File: config.mk
export PLATFORM = sky130hd
export DESIGN_NAME = arinc_rx_filter
export DESIGN_NICKNAME = d
export VERILOG_FILES = /design/src/rtl/arinc_rx_filter.sv
export SDC_FILE = /design/constraint.sdc
export NUM_CORES = 1
export LEC_CHECK = 0
export CORE_ASPECT_RATIO = 1.1
export CORE_MARGIN = 4
export CORE_UTILIZATION = 45
export CTS_BUF_LIST = sky130_fd_sc_hd__clkbuf_4 sky130_fd_sc_hd__clkbuf_8
export CTS_CLUSTER_SIZE = 28
export DETAILED_ROUTE_END_ITERATION = 6
export GPL_TIMING_DRIVEN = 0
export HOLD_SLACK_MARGIN = 0.08
export PLACE_DENSITY = 0.58
export SLEW_MARGIN = 20
export SYNTH_ARGS = -nofsm -noshare
export SYNTH_HDL_FRONTEND = slang
export SYNTH_SLANG_ARGS = --single-unit
File: constraint.sdc
create_clock -name clk -period 6.43 [get_ports clk]
set_input_delay 1.929 -clock clk [delete_from_list [all_inputs] [get_ports clk]]
set_output_delay 1.929 -clock clk [all_outputs]
set_load 0.01 [all_outputs]
File: src/rtl/arinc_rx_filter.sv
module arinc_rx_filter #(
  parameter int DEPTH = 32,
  parameter int LBL_N = 16
) (
  input  logic                     clk,
  input  logic                     rst_n,
  input  logic [31:0]              rx_word,
  input  logic                     rx_eos,
  input  logic                     cfg_lbl_en,
  input  logic                     cfg_bits_en,
  input  logic                     cfg_match9,
  input  logic                     cfg_match10,
  input  logic                     lbl_wr,
  input  logic [$clog2(LBL_N)-1:0] lbl_waddr,
  input  logic [7:0]               lbl_wdata,
  input  logic                     host_rd,
  output logic [15:0]              host_data,
  output logic                     data_ready,
  output logic                     half_full,
  output logic                     full
);
  localparam int AW = $clog2(DEPTH);
  localparam int CW = AW + 1;

  logic [31:0]      mem [DEPTH];
  logic [7:0]       lbl_tab [LBL_N];
  logic [LBL_N-1:0] lbl_vld;
  logic [AW-1:0]    wp, rp;
  logic [CW-1:0]    cnt;
  logic             rd_hi;
  logic             lbl_hit;

  always_comb begin
    lbl_hit = 1'b0;
    for (int i = 0; i < LBL_N; i++)
      if (lbl_vld[i] && lbl_tab[i] == rx_word[7:0]) lbl_hit = 1'b1;
  end

  wire        bits_ok = !cfg_bits_en ||
                        (rx_word[8] == cfg_match9 && rx_word[9] == cfg_match10);
  wire        accept  = rx_eos && (!cfg_lbl_en || lbl_hit) && bits_ok;
  wire        push    = accept && !full;
  wire        pop     = host_rd && rd_hi && data_ready;
  wire [31:0] stored  = {~(^rx_word), rx_word[30:0]};

  assign data_ready = cnt != '0;
  assign full       = cnt == CW'(DEPTH);
  assign half_full  = cnt >= CW'(DEPTH / 2);
  assign host_data  = rd_hi ? mem[rp][31:16] : mem[rp][15:0];

  always_ff @(posedge clk) begin
    if (push) mem[wp] <= stored;
    if (lbl_wr) lbl_tab[lbl_waddr] <= lbl_wdata;
  end

  always_ff @(posedge clk) begin
    if (!rst_n) begin
      wp      <= '0;
      rp      <= '0;
      cnt     <= '0;
      rd_hi   <= 1'b0;
      lbl_vld <= '0;
    end else begin
      if (push) wp <= wp + AW'(1);
      if (pop)  rp <= rp + AW'(1);
      cnt <= cnt + CW'(push) - CW'(pop);
      if (host_rd && data_ready) rd_hi <= ~rd_hi;
      if (lbl_wr) lbl_vld[lbl_waddr] <= 1'b1;
    end
  end

  // R7 count never exceeds depth
  always_comb a_r7_no_overflow: assert (cnt <= CW'(DEPTH));

  a_r2_rise_needs_eos: assert property (@(posedge clk) disable iff (!rst_n)
    $rose(data_ready) |-> $past(rx_eos));

  a_r2_no_growth_without_eos: assert property (@(posedge clk) disable iff (!rst_n)
    !rx_eos |=> cnt <= $past(cnt));

  a_r6_empty_after_high_read: assert property (@(posedge clk) disable iff (!rst_n)
    $fell(data_ready) |-> $past(host_rd && rd_hi));

  a_r8_full_holds: assert property (@(posedge clk) disable iff (!rst_n)
    (full && !host_rd) |=> full);

  a_r6_half_flips_on_read: assert property (@(posedge clk) disable iff (!rst_n)
    (host_rd && data_ready) |=> rd_hi != $past(rd_hi));
endmodule

==> key figures <==
Yosys
  • Post-synthesis register bit count: 1190
  • Post-synthesis adder-cell area fraction: 0.00422
  • Fraction of registers with async set/reset: 0
  • Synth Instances: 2018
  • Mux share of post-synthesis cell area: 0.165
  • Synth Warn #: 0
  • Register area share after synthesis: 0.765
  • Post-synthesis xor/xnor area fraction: 0.0320
  • Compound-gate portion of the synthesized area: 0.00474
  • Post-synth EDFFs: 1152
  • Post-Synth Simple-Gate Area: 0.0174
  • Main combinational cell family by area after synthesis: multiplexers
  • Ys flop type: edfxtp_1
  • Net Count, Synth: 2086
  • Synth Cell Area: 0.0462 sq mm
  • Synth Area per Inst: 22.9 sq um
  • Synth unique cells: 38

Die
  • Die ar.: 0.108 sq mm
  • Row count: 123
  • Die X: 314 microns
  • # IOs: 72
  • Core area: 0.102 sq mm
  • Die H: 344 microns
  • Initial Util: 0.453

Critical path
  • Cell breakdown of the critical path: clkbuf_2 > clkdlybuf4s15_2 > mux4_2 > mux4_2 > mux4_2 > clkdlybuf4s50_1
  • Critical Path AT: 4.43 ns
  • CP most frequent cell: mux4_2
  • CP required: 4.50 ns
  • Crit. End Element: primary output
  • Crit-path slowest cell: mux4_2
  • CP max FO: 10
  • CP Launch Type: flop
  • Worst Path Buf+Inv: 3
  • CP delay by family, top: multiplexers
  • Path type of the worst setup path: reg2out
  • CP max stage delay: 0.63 ns

Finish
  • Post-Layout Cell Count: 3855
  • Final nets: 2391
  • Design Area, Final: 0.0534 sq mm
  • Fillers: 7952
  • Footprint of the multi-input gates: 0.0106 sq mm
  • Share of layout cells above drive strength 1: 0.336
  • Syn-to-layout area delta: 15.5%
  • Storage cell area: 0.0354 sq mm

Routing
  • WL final: 114000 microns
  • Vias per cell: 5.66
  • DRC viols: 0
  • Routed WL per cell: 29.6 microns
  • Via count: 21808
  • DR iter-0 viols: 2176
  • Post-DRT Antenna Nets: 0
  • DRT Pass-1 Iters: 5

Placement
  • Final GP Congestion: 0.807
  • Dpl cells: 3510
  • Post-placement cell area: 0.0498 sq mm
  • Port Buffers: 71
  • Hpwl dp: 73900 microns

Min path
  • Hold WC Path Type: reg2reg

Global route
  • Initial antenna violation count: 8
  • Number of global-route vias before repair: 22871
  • First-pass GRT wire length: 163000 microns
  • Most Crowded Layer GR: met2
  • GR Util met3: 0.0475
  • Overflow after GRT: 0
  • Pin count of the biggest net entering global routing: 35
  • M2 GR Usage: 0.364
  • Overall Global Routing Usage: 0.215
  • Met1 usage: 0.282

Clock network
  • CTS Buf Count: 187
  • Post-CTS setup buffers: 0
  • CTS root buffer: clkbuf_8
  • CTS H-tree depth: 4
  • Max clock buf depth: 3
  • Worst-Skew Late Latency: 0.85 ns
  • Clock slew seen by the registers of the worst setup and hold paths: 0.06 ns
  • CTS tree: yes
  • Clock tree sinks: 1190

STA
  • Fin. Hold Viols: 0
  • Worst hold slack: 0.464 ns
  • Worst rel slew slack: 0.276
  • Fmax: 157 MHz
  • Final setup violating endpoints: 0
  • Slew Viols, Final: 0
  • Period utilization: 0.989
  • Min Clock Period, post-route: 6.36 ns
  • Fin Clk Skew: 0.0411 ns
  • RSZ-0062 raised after global routing: false
  • Slew @ Worst Pin: 1.08 ns

Power
  • Pwr Density: 319 mW/mm^2
  • Leakage power: 16.4 nW
  • Power Total: 17.0 mW
  • Maximum VDD drop: 0.247 mV

Flow run
  • Max-cap violations: 0

Status
  • Outcome: finished, final reports clean
## final timing paths
path                       from      endpoint  slack, ns  cells past startpoint
setup / recovery           flop  host_data[5]       0.07                      6
setup reg to reg  lbl_tab[5][5]        cnt[4]       2.62                     15
hold reg to reg     lbl_vld[11]   lbl_vld[11]       0.46                      1
hold / removal      lbl_vld[11]   lbl_vld[11]       0.46                      1
## sequential cells by signal (all words and copies together) (netlist names), named ones only
signal	count
mem	1024
lbl_tab	128
lbl_vld	16
cnt	6
rp	5
wp	5
rd_hi	1
## synthesized netlist by cell type, types with 5 or more instances
| cell | number | share of area |
|---|---|---|
| and2_1 | 11 | 0.0015 |
| buf_1 | 14 | 0.0011 |
| buf_2 | 24 | 0.0026 |
| buf_4 | 15 | 0.0024 |
| buf_6 | 5 | 0.0012 |
| clkbuf_1 | 42 | 0.0034 |
| dfxtp_1 | 38 | 0.016 |
| edfxtp_1 | 1152 | 0.75 |
| ha_1 | 14 | 0.0038 |
| inv_1 | 11 | 0.00089 |
| mux2i_1 | 6 | 0.0013 |
| mux4_2 | 336 | 0.16 |
| nand2_1 | 19 | 0.0015 |
| nand2b_1 | 5 | 0.00068 |
| nand3_1 | 5 | 0.00054 |
| nand4_1 | 22 | 0.0030 |
| nor2_1 | 49 | 0.0040 |
| nor3_1 | 19 | 0.0021 |
| nor4_1 | 14 | 0.0019 |
| o21a_1 | 16 | 0.0026 |
| xnor2_1 | 69 | 0.013 |
| xor2_1 | 100 | 0.019 |
## power breakdown
part	internal (mW)	switching, mW
Combinational	0.989	1.21
Sequential	8.68	0.0248
Clock	3.23	2.90
## cell type report
cell class	instances	area share
antenna	11	0.000515
buffer	99	0.0106
clock buffer	261	0.0595
clock inverter	74	0.00761
inverter	11	0.000773
multi-input combinational	717	0.198
sequential	1190	0.662
tap	1375	0.0322
timing repair buffer	117	0.0284
## repair_timing
item                                    4_1_cts  5_1_grt
hold buffers                                  0        0
resized for setup                            37        7
hold endpoints to repair                      0        0
endpoints found under the setup margin       16        6
## placed cells by master (no fill, tap or decap), types with 4 or more instances in the layout
cell type and n:
clkinv_2 22, nand2_1 19, clkbuf_1 17, buf_12 21
buf_6 6, buf_4 21, clkinv_1 37, diode_2 11
mux2i_1 6, inv_1 11, clkbuf_4 70, nor2_1 17
nor4_1 14, dfxtp_1 38, nor2_4 32, clkbuf_8 195
xor2_1 100, and2_1 11, nand3_1 5, buf_2 58
xnor2_1 68, clkbuf_2 25, nor3_1 16, edfxtp_1 1152
nand3b_1 4, mux4_2 336, nand4_1 22, ha_1 14
clkdlybuf4s50_1 40, clkinvlp_4 8, buf_16 17, nand2b_1 5
o21a_1 16
## logic make-up after synthesis
| group | after synthesis |
|---|---|
| flip-flops | 1190 |
| multiplexers | 342 |
| XOR/XNOR | 169 |
| AND/OR/NAND/NOR | 159 |
| buffers and inverters | 111 |
| AO/OA/AOI/OAI | 32 |
| adder cells (fa/ha/maj) | 15 |
## stage by stage
step	setup WS, ns	TNS [ns]	utilization
6_report	0.0693	0	0.523
4_1_cts	0.00102	0	0.524
2_1_floorplan	1.21	0	-
3_3_place_gp	-2.71	-2541.75	0.477
5_1_grt	0.00825	0	0.523
3_5_place_dp	-0.918	-343.15	0.488
## metal layers
metal	part of all wire	up-vias
met4	0.025	6
li1	-	9105
met5	0.0013	-
met1	0.39	11749
met2	0.51	781
met3	0.072	167
(Power assumes the default switching activity.)
